<file path="src/rtl/nor_pkg.sv">
package nor_pkg;

    typedef enum logic [2:0] {
        OP_NONE,
        OP_PGM,
        OP_SECT,
        OP_BLK,
        OP_CHIP
    } nor_op_e;

    typedef enum logic [2:0] {
        S_IDLE,
        S_UNLK1,
        S_UNLK2,
        S_PGM_ARMED,
        S_ERS_SETUP,
        S_ERS_UNLK1,
        S_ERS_ARMED
    } dec_state_e;

    localparam logic [7:0] KEY_A     = 8'hAA;
    localparam logic [7:0] KEY_B     = 8'h55;
    localparam logic [7:0] CODE_PGM  = 8'hA0;
    localparam logic [7:0] CODE_ERS  = 8'h80;
    localparam logic [7:0] CODE_SECT = 8'h30;
    localparam logic [7:0] CODE_BLK  = 8'h50;
    localparam logic [7:0] CODE_CHIP = 8'h10;

endpackage

</file>
<file path="src/rtl/nor_seq_decoder.sv">
module nor_seq_decoder
    import nor_pkg::*;
#(
    parameter int ADDR_W = 16
) (
    input  logic              clk,
    input  logic              rst_n,
    input  logic              ce_n,
    input  logic              we_n,
    input  logic [ADDR_W-1:0] addr,
    input  logic [15:0]       wdata,
    input  logic              busy_i,
    output logic              go_o,
    output nor_op_e           op_o,
    output logic [ADDR_W-1:0] op_addr_o,
    output logic [15:0]       op_data_o
);

    localparam logic [ADDR_W-1:0] ADR_A = ADDR_W'(16'h5555);
    localparam logic [ADDR_W-1:0] ADR_B = ADDR_W'(16'h2AAA);

    dec_state_e        state, state_nx;
    nor_op_e           launch;
    logic              wr_on, wr_q, wr_end, step;
    logic [ADDR_W-1:0] cyc_addr;
    logic [7:0]        lo;
    logic              at_a, at_b;

    assign wr_on  = !ce_n && !we_n;
    assign wr_end = wr_q && !wr_on;
    assign step   = wr_end && !busy_i && !go_o;
    assign lo     = wdata[7:0];
    assign at_a   = (cyc_addr == ADR_A);
    assign at_b   = (cyc_addr == ADR_B);

    // cycle tracking: address at strobe start
    always_ff @(posedge clk or negedge rst_n) begin
        if (!rst_n) begin
            wr_q     <= 1'b0;
            cyc_addr <= '0;
        end else begin
            wr_q <= wr_on;
            if (wr_on && !wr_q) cyc_addr <= addr;
        end
    end

    // next state and launch decode
    always_comb begin
        state_nx = state;
        launch   = OP_NONE;
        if (step) begin
            state_nx = S_IDLE;
            unique case (state)
                S_IDLE:      if (lo == KEY_A && at_a) state_nx = S_UNLK1;
                S_UNLK1:     if (lo == KEY_B && at_b) state_nx = S_UNLK2;
                S_UNLK2: begin
                    if (lo == CODE_PGM && at_a)      state_nx = S_PGM_ARMED;
                    else if (lo == CODE_ERS && at_a) state_nx = S_ERS_SETUP;
                end
                S_PGM_ARMED: launch = OP_PGM;
                S_ERS_SETUP: if (lo == KEY_A && at_a) state_nx = S_ERS_UNLK1;
                S_ERS_UNLK1: if (lo == KEY_B && at_b) state_nx = S_ERS_ARMED;
                S_ERS_ARMED: begin
                    if (lo == CODE_SECT)             launch = OP_SECT;
                    else if (lo == CODE_BLK)         launch = OP_BLK;
                    else if (lo == CODE_CHIP && at_a) launch = OP_CHIP;
                end
                default:     state_nx = S_IDLE;
            endcase
        end
    end

    // state register
    always_ff @(posedge clk or negedge rst_n) begin
        if (!rst_n) state <= S_IDLE;
        else        state <= state_nx;
    end

    // launch outputs, held until the next launch
    always_ff @(posedge clk or negedge rst_n) begin
        if (!rst_n) begin
            go_o      <= 1'b0;
            op_o      <= OP_NONE;
            op_addr_o <= '0;
            op_data_o <= '0;
        end else begin
            go_o <= (launch != OP_NONE);
            if (launch != OP_NONE) begin
                op_o      <= launch;
                op_addr_o <= cyc_addr;
                op_data_o <= wdata;
            end
        end
    end


    idle_while_busy_chk: assert property (@(posedge clk) disable iff (!rst_n)
        busy_i |-> (state == S_IDLE));


    no_launch_in_busy_chk: assert property (@(posedge clk) disable iff (!rst_n)
        go_o |-> !busy_i);

endmodule

</file>
<file path="src/rtl/nor_busy_timer.sv">
module nor_busy_timer
    import nor_pkg::*;
#(
    parameter int PGM_CYC  = 5,
    parameter int ERS_CYC  = 7,
    parameter int CHIP_CYC = 9
) (
    input  logic    clk,
    input  logic    rst_n,
    input  logic    go_i,
    input  nor_op_e op_i,
    output logic    busy_o,
    output logic    done_o
);

    localparam int MAXC = (PGM_CYC > ERS_CYC)
                        ? ((PGM_CYC > CHIP_CYC) ? PGM_CYC : CHIP_CYC)
                        : ((ERS_CYC > CHIP_CYC) ? ERS_CYC : CHIP_CYC);
    localparam int CW   = $clog2(MAXC + 1);

    logic [CW-1:0] cnt;

    always_ff @(posedge clk or negedge rst_n) begin
        if (!rst_n) begin
            cnt <= '0;
        end else if (go_i) begin
            unique case (op_i)
                OP_PGM:  cnt <= CW'(PGM_CYC);
                OP_CHIP: cnt <= CW'(CHIP_CYC);
                OP_SECT,
                OP_BLK:  cnt <= CW'(ERS_CYC);
                default: cnt <= '0;
            endcase
        end else if (cnt != '0) begin
            cnt <= cnt - 1'b1;
        end
    end

    assign busy_o = (cnt != '0);
    assign done_o = (cnt == CW'(1));


    busy_bound_chk: assert property (@(posedge clk) disable iff (!rst_n)
        cnt <= CW'(MAXC));

endmodule

</file>
<file path="src/rtl/nor_array.sv">
module nor_array
    import nor_pkg::*;
#(
    parameter int ADDR_W     = 16,
    parameter int MEM_AW     = 6,
    parameter int SECT_SHIFT = 11,
    parameter int BLK_SHIFT  = 15
) (
    input  logic              clk,
    input  logic              rst_n,
    input  logic              apply_i,
    input  nor_op_e           op_i,
    input  logic [ADDR_W-1:0] op_addr_i,
    input  logic [15:0]       op_data_i,
    input  logic [ADDR_W-1:0] rd_addr_i,
    output logic [15:0]       rd_word_o
);

    localparam int DEPTH = 1 << MEM_AW;

    logic [15:0]       mem [DEPTH];
    logic [MEM_AW-1:0] pidx;
    logic              p_in_win, r_in_win;
    logic [15:0]       old_word;

    assign pidx      = op_addr_i[MEM_AW-1:0];
    assign p_in_win  = (op_addr_i[ADDR_W-1:MEM_AW] == '0);
    assign r_in_win  = (rd_addr_i[ADDR_W-1:MEM_AW] == '0);
    assign old_word  = mem[pidx];
    assign rd_word_o = r_in_win ? mem[rd_addr_i[MEM_AW-1:0]] : 16'hFFFF;

    always_ff @(posedge clk or negedge rst_n) begin
        if (!rst_n) begin
            for (int i = 0; i < DEPTH; i++) mem[i] <= 16'hFFFF;
        end else if (apply_i) begin
            for (int i = 0; i < DEPTH; i++) begin
                unique case (op_i)
                    OP_PGM:
                        if (p_in_win && MEM_AW'(i) == pidx) mem[i] <= mem[i] & op_data_i;
                    OP_SECT:
                        if ((ADDR_W'(i) >> SECT_SHIFT) == (op_addr_i >> SECT_SHIFT))
                            mem[i] <= 16'hFFFF;
                    OP_BLK:
                        if ((ADDR_W'(i) >> BLK_SHIFT) == (op_addr_i >> BLK_SHIFT))
                            mem[i] <= 16'hFFFF;
                    OP_CHIP: mem[i] <= 16'hFFFF;
                    default: ;
                endcase
            end
        end
    end


    pgm_clear_only_chk: assert property (@(posedge clk) disable iff (!rst_n)
        (apply_i && op_i == OP_PGM) |=> ((old_word & ~$past(old_word)) == 16'h0000));

endmodule

</file>
<file path="src/rtl/nor_cmd_ctrl.sv">
module nor_cmd_ctrl
    import nor_pkg::*;
#(
    parameter int ADDR_W     = 16,
    parameter int MEM_AW     = 6,
    parameter int SECT_SHIFT = 11,
    parameter int BLK_SHIFT  = 15,
    parameter int PGM_CYC    = 5,
    parameter int ERS_CYC    = 7,
    parameter int CHIP_CYC   = 9
) (
    input  logic              clk,
    input  logic              rst_n,
    input  logic              ce_n,
    input  logic              we_n,
    input  logic              oe_n,
    input  logic [ADDR_W-1:0] addr,
    input  logic [15:0]       wdata,
    output logic [15:0]       rdata,
    output logic              rdata_oe,
    output logic              busy
);

    logic              go, done, rd_on, rd_q, tog, dpoll;
    nor_op_e           op;
    logic [ADDR_W-1:0] op_addr;
    logic [15:0]       op_data, rd_word, status;

    nor_seq_decoder #(.ADDR_W(ADDR_W)) u_dec (
        .clk, .rst_n, .ce_n, .we_n, .addr, .wdata,
        .busy_i(busy), .go_o(go), .op_o(op),
        .op_addr_o(op_addr), .op_data_o(op_data)
    );

    nor_busy_timer #(.PGM_CYC(PGM_CYC), .ERS_CYC(ERS_CYC), .CHIP_CYC(CHIP_CYC)) u_tmr (
        .clk, .rst_n, .go_i(go), .op_i(op), .busy_o(busy), .done_o(done)
    );

    nor_array #(.ADDR_W(ADDR_W), .MEM_AW(MEM_AW),
                .SECT_SHIFT(SECT_SHIFT), .BLK_SHIFT(BLK_SHIFT)) u_arr (
        .clk, .rst_n, .apply_i(done), .op_i(op), .op_addr_i(op_addr),
        .op_data_i(op_data), .rd_addr_i(addr), .rd_word_o(rd_word)
    );

    assign rd_on = !ce_n && !oe_n;

    always_ff @(posedge clk or negedge rst_n) begin
        if (!rst_n) begin
            rd_q <= 1'b0;
            tog  <= 1'b0;
        end else begin
            rd_q <= rd_on;
            if (rd_on && !rd_q && busy) tog <= ~tog;
        end
    end

    always_comb begin
        dpoll    = (op == OP_PGM) ? ~op_data[7] : 1'b0;
        status   = {8'h00, dpoll, tog, 6'b000000};
        rdata_oe = rd_on;
        rdata    = !rd_on ? 16'h0000 : (busy ? status : rd_word);
    end


    status_shape_chk: assert property (@(posedge clk) disable iff (!rst_n)
        (busy && rd_on) |-> (rdata[15:8] == 8'h00 && rdata[5:0] == 6'b000000));


    released_zero_chk: assert property (@(posedge clk) disable iff (!rst_n)
        !rdata_oe |-> (rdata == 16'h0000));

endmodule

</file>
<file path="config.mk">
export PLATFORM = sky130hd
export DESIGN_NAME = nor_cmd_ctrl
export DESIGN_NICKNAME = d
export VERILOG_FILES = /design/src/rtl/nor_pkg.sv /design/src/rtl/nor_seq_decoder.sv /design/src/rtl/nor_busy_timer.sv /design/src/rtl/nor_array.sv /design/src/rtl/nor_cmd_ctrl.sv
export SDC_FILE = /design/constraint.sdc
export NUM_CORES = 2
export LEC_CHECK = 0
export BUFFER_PORTS_ARGS = -buffer_cell sky130_fd_sc_hd__buf_2
export CORE_MARGIN = 10
export CORE_UTILIZATION = 50
export CTS_CLUSTER_DIAMETER = 150
export DETAILED_ROUTE_END_ITERATION = 10
export PLACE_DENSITY = 0.72
export SETUP_SLACK_MARGIN = 0.4
export SLEW_MARGIN = 40
export SYNTH_ARGS = -nofsm -noshare
export SYNTH_HDL_FRONTEND = slang
export SYNTH_HIERARCHICAL = 1
export SYNTH_SLANG_ARGS = --single-unit
</file>
<file path="constraint.sdc">
create_clock -name clk -period 3.4 [get_ports clk]
set_input_delay 0.68 -clock clk [delete_from_list [all_inputs] [get_ports clk]]
set_output_delay 0.68 -clock clk [all_outputs]
set_load 0.02 [all_outputs]
</file>
Yosys cells after proc, flatten, opt, wreduce, memory -nomap -nowiden
Index checks and enable logic that the tools add are counted.
{ "classes": {"bitwise_logic": 67, "order_cmp": 1, "reduce_logical": 160, "add_sub_neg": 1, "mux": 152, "eq_ne": 149} }
{ "ops": {"columns": ["cell", "count"], "rows": [
  ["one-hot mux 16 bit (4 select lines)", 64],
  ["two-way mux 16 bit", 71],
  ["AND 16 bit", 64],
  ["AND reduction 5 bit", 64],
  ["== test 6 bit (first input constant)", 32],
  ["!= test 2 x 1 -> 1 bit (second input constant)", 66],
  ["binary-select mux 16 bit (select 6 bit)", 1],
  ["== test 5 x 6 -> 1 bit (first input constant)", 16],
  ["logical AND 1 bit", 77],
  ["== test 4 x 6 -> 1 bit (first input constant)", 8],
  ["logical NOT 16 bit", 2],
  ["== test 3 x 6 -> 1 bit (first input constant)", 4],
  ["== test 8 bit (second input constant)", 3],
  ["two-way mux 3 bit", 8],
  ["logical NOT 10 bit", 2],
  ["== test 16 x 14 -> 1 bit (second input constant)", 1],
  ["== test 16 x 15 -> 1 bit (second input constant)", 1],
  ["== test 8 x 7 -> 1 bit (second input constant)", 2],
  ["one-hot mux 3 bit (5 select lines)", 1],
  ["== test 2 x 6 -> 1 bit (first input constant)", 2],
  ["== test 3 x 2 -> 1 bit (second input constant)", 4],
  ["== test 3 bit (second input constant)", 4],
  ["one-hot mux 4 bit (3 select lines)", 1],
  ["== test 8 x 5 -> 1 bit (second input constant)", 1],
  ["other kinds (19)", 31]
]} }
{ "word_totals": {"inputBits": 37, "register_bits": 1086, "out_inout_bits": 18} }

Logic depth before layout (Yosys ltp)
{ "depth": {"depth_word": 8, "depth_mapped": 11, "mapped_depth_nobuf": 9} }

Cells and area by module
The synthesis kept the hierarchy.
{ "by_module_without_submodules": {"columns": ["module", "cells_each", "n_inst", "area_per_inst_um2"], "rows": [
  ["nor_array", 3418, 1, 46040.4],
  ["nor_seq_decoder", 172, 1, 2528.7],
  ["nor_busy_timer", 27, 1, 282.8],
  ["nor_cmd_ctrl", 26, 1, 242.7]
]} }

Worst setup path after synthesis
No wires, ideal clock.
{ "synth_timing": {"path_kind": "input-to-output", "startpoint": "input addr[1]", "endpoint": "output rdata[6]", "required_time_ns": 2.720, "stages": 11, "setup_slack_ns": -0.238, "path_buffers": 5, "t_arrival_ns": 2.958, "cell_sequence": "buf_2 > buf_2 > buf_2 > buf_2 > buf_2 > mux2i_1 > a21oi_1 > o21ai_0 > a41oi_1 > mux2i_1 > nor3_1"} }
{ "synth_between": {"elab_chain_cells": 7} }
{ "synth_lines": {"columns": ["element", "line_no", "text"], "rows": [
  ["start, declared", "nor_cmd_ctrl.sv:17", "input logic [ADDR_W-1:0] addr,"],
  ["NOT 6 -> 7 bit (not written as such)", "nor_array.sv:30", "assign rd_word_o = r_in_win ? mem[rd_addr_i[MEM_AW-1:0]] : 16'hFFFF;"],
  ["binary-select mux 16 bit (select 6 bit)", "nor_array.sv:30", null],
  ["two-way mux 16 bit (not written as such) (2 in a row)", "nor_array.sv:30", null],
  ["two-way mux 16 bit", "nor_array.sv:30", null],
  ["named net rd_word[6]", "nor_cmd_ctrl.sv:27", "logic [15:0] op_data, rd_word, status;"],
  ["two-way mux 16 bit (2 in a row)", "nor_cmd_ctrl.sv:61", "rdata = !rd_on ? 16'h0000 : (busy ? status : rd_word);"],
  ["end, declared", "nor_cmd_ctrl.sv:19", "output logic [15:0] rdata,"]
]} }
The timed path passes the listed nets, and every way through them passes these cells. The select of a mux whose other input is x is not followed.

Final worst setup path
{ "layout_timing": {"startpoint": "input addr[12]", "endpoint": "output rdata[9]"} }
{ "layout_between": {"elab_chain_cells": 4} }
{ "layout_lines": {"columns": ["element", "line_no", "text"], "rows": [
  ["logical NOT 10 bit", "nor_array.sv:28", "assign r_in_win = (rd_addr_i[ADDR_W-1:MEM_AW] == '0);"],
  ["two-way mux 16 bit", "nor_array.sv:30", null],
  ["named net rd_word[9]", "nor_cmd_ctrl.sv:27", null],
  ["two-way mux 16 bit (2 in a row)", "nor_cmd_ctrl.sv:61", null]
]} }
The timed path passes the listed nets, and every way through them passes these cells.

==> results.md <==
- Min Clock Period, post-route: 3.49 ns
- Max Clk Rate: 0.286 GHz
- Inst Count DP: 4,896
- H-tree depth: 3
- TritonCTS buffer count: 108
- Critical path type: input port to output port
- Setup TNS: -0.641 ns
- Cell Area, Synth: 0.0491 mm^2
- Die Wd: 333 um
- DR DRC count: 0
- DR WL met3: 10.7 mm
- Worst hold margin: 0.222 ns
- Vias per inst: 6.63
- Ports: 55
- Flip-flop and latch count after synthesis: 1,086
- Clock share of power: 0.446
- Final Skew: 0.0277 ns
- Leak Pwr: 22.3 nW
- Number of global-route vias before repair: 35,332
- Cell breakdown of the critical path: buf_8 > nor4_4 > nand3_2 > buf_6 > or3_4 > buf_12 > o22ai_4 > buf_6 > a41oi_4 > and2_4 > buf_6
- Worst EP required: 2.72 ns
- DRT Pass-1 Iters: 6
- # Max-Cap Violations: 0
- Initial antenna violation count: 1
- Routed wire per std cell: 27.5 um
- Failing checks: negative setup slack
- Post-Synthesis Cells: 3,643
- Clk_lat worst skew: 0.70 ns
- Routed wire length: 142 mm
- Switching power: 0.00638 W
- Final Cell Area: 0.0585 mm^2
- First-pass GRT wire length: 219 mm
- Layout Cells excl Fill: 5,173
- Die area: 0.111 mm^2
- Slowest CP cell: or3_4
- Min-Delay Path Class: input port to flop
- Seq pwr share: 0.480
- Post-synth top area cell: dfstp_2
- Hpwl dp: 85.6 mm
- FFs w/ async S/R, synth: 1.00
- # nets final: 3,845
- Largest net degree at the start of global routing: 184
- # rows: 114
- Initial DRC count: 3,363
- WP data arrival: 2.81 ns
- Met1 wire length: 57.5 mm
- Syn. warnings: 6
- Max incr delay on CP: 0.47 ns
- CP Launch Type: input port
- Max Root-Sink Buffers: 3
- Peak supply drop: 0.000483 V
- Vias: 34,302
- Syn Nets: 3,683
- Crit path top cell by count: buf_6
- Min setup slack post-route: -0.0936 ns
- CTS tree: yes
- Top cells by area, synth: dfstp_2 55%, o22a_1 14%, mux4_2 10%
- Final hold violation count: 0
- Layout area overhead: 19.2%
- Fillers: 7,206
- Total power: 0.0272 W
- Fraction of layout cells with a size suffix above 1: 0.548
- Synth top area share: 0.548
- Commonest cells after routing, fill and taps aside: 1,024 x dfstp_2, 777 x o22a_1, 295 x nor2_1, 288 x a21oi_1, 272 x buf_4
- Die H: 333 um
- Fin. max-slew vios: 0
- Area after DPL: 0.0527 mm^2
- Antenna Cells: 0
- Antenna Nets Post-Route: 0
- Distinct cell type count after synthesis: 68
- Final setup viols: 14
- Crit path capture type: output port
- Power share of the combinational group: 0.074
- EDFF count, synth: 0
- Cell Int Power: 0.0209 W
- Starting Density: 0.506
- Synth Area per Inst: 13.5 um^2
- Clock transition at path regs: 0.06 ns
- Worst-Margin Slew: 0.910 ns
- Core Area: 0.0970 mm^2
- Fraction of the yosys area taken by sequential cells: 0.580
- Root Driver: clkbuf_16
- Port bufs: 54
- RD Place Congestion: 0.860
- CTS sink count: 1,086
- Max_slew headroom: 0.393
- Synth Flop Type: dfstp_2
- Switching Fraction: 0.234
- Uppermost layer routed: met5
- Crit Path Max Fanout: 7
- WL met2: 68.0 mm
- Status: finished, violations left
- GRT Resource Usage Total: 0.251
- Final cycle utilization of the critical path: 1.03
- RSZ-0062 raised after global routing: yes
- Power per cell area: 466 mW/mm^2
- Most common cell after layout, fill and taps aside: dfstp_2
- Grt total ovfl: 0
==> logic make-up after synthesis <==
group	share of synthesized area
mux	0.133
buf+inv	0.0348
simple gates	0.0466
flops	0.580
fa+ha+maj	0.000765
compound gates	0.204
xor+xnor	0.00107
==> synth_stat cells (all sizes together) (13+ instances only) <==
| library cell | number |
|---|---|
| and2 | 18 |
| or2 | 18 |
| nor3 | 20 |
| o22ai | 19 |
| a41oi | 16 |
| clkbuf | 267 |
| buf | 126 |
| dfrtp | 62 |
| a21oi | 324 |
| mux2 | 72 |
| mux2i | 55 |
| a21o | 16 |
| nor2 | 300 |
| nor2b | 19 |
| o22a | 778 |
| nand2 | 58 |
| a22oi | 64 |
| o21ai | 37 |
| dfstp | 1024 |
| inv | 13 |
| mux4 | 224 |
==> metrics by stage <==
stage,setup slack (ns),utilization
floorplan,0.297,-
global placement,-0.490,0.541
detailed placement,-0.517,0.543
CTS,-0.117,0.597
global route,-0.155,0.603
finish,-0.0936,0.603
==> sequential cells by signal, summed over array words and instances (netlist names), 3 cells and up <==
| name | flops |
|---|---|
| u_arr/mem | 1024 |
| u_dec/state | 3 |
| u_dec/op_o | 3 |
| u_dec/op_addr_o | 16 |
| u_tmr/cnt | 4 |
| u_dec/op_data_o | 16 |
| u_dec/cyc_addr | 16 |
==> routing by layer <==
metal	vias to the layer above	track usage
li1	14297	-
met1	18157	0.334
met2	1491	0.405
met3	355	0.0473
met4	2	0.102
met5	-	0
==> area by class of cell <==
| class | instances | area [um^2] | area share |
|---|---|---|---|
| clock inverters | 34 | 359 | 0.00614 |
| clock buffers | 168 | 3280 | 0.0561 |
| multi-input cells | 2151 | 20000 | 0.342 |
| repair buffers | 445 | 4740 | 0.0810 |
| well taps | 1276 | 1600 | 0.0273 |
| flip-flops and latches | 1086 | 28500 | 0.486 |
| inverters | 13 | 48.8 | 0.000834 |
==> power by group through the flow <==
| stage | Sequential (W) | Clock, W | Combinational (W) |
|---|---|---|---|
| 2_1_floorplan | 0.0132 | 0 | 0.000889 |
| 3_3_place_gp | 0.0133 | 0 | 0.00177 |
| 3_5_place_dp | 0.0133 | 0 | 0.00179 |
| 4_1_cts | 0.0131 | 0.0123 | 0.00198 |
| 5_1_grt | 0.0131 | 0.0129 | 0.00213 |
| 6_report | 0.0131 | 0.0122 | 0.00202 |
==> worst max-delay path: cells and delay by family <==
kind	cells	cell delay [ns]
buffers and inverters	5	0.73
AO/OA/AOI/OAI	2	0.21
AND/OR/NAND/NOR	4	1.17
==> final timing paths <==
path	start	to	slack, ns	depth (start not counted)
max	addr[12]	rdata[9]	-0.09	11
min	wdata[15]	u_dec/op_data_o[15]	0.22	2
max reg2reg	u_dec/op_addr_o[12]	u_arr/mem[700]	0.58	7
min reg2reg	tog	tog	0.48	1
max in group asynchronous	rst_n	u_arr/mem[445]	1.72	3
min in group asynchronous	rst_n	u_dec/cyc_addr[5]	0.58	2
==> timing repair <==
item,CTS,global route
endpoints found under the hold margin,6,0
pin swaps,61,32
hold buffers,1,0
resized for setup,200,73
cloned,10,1
setup buffers,40,22
endpoints found under the setup margin,21,36
(Power assumes the default switching activity.)
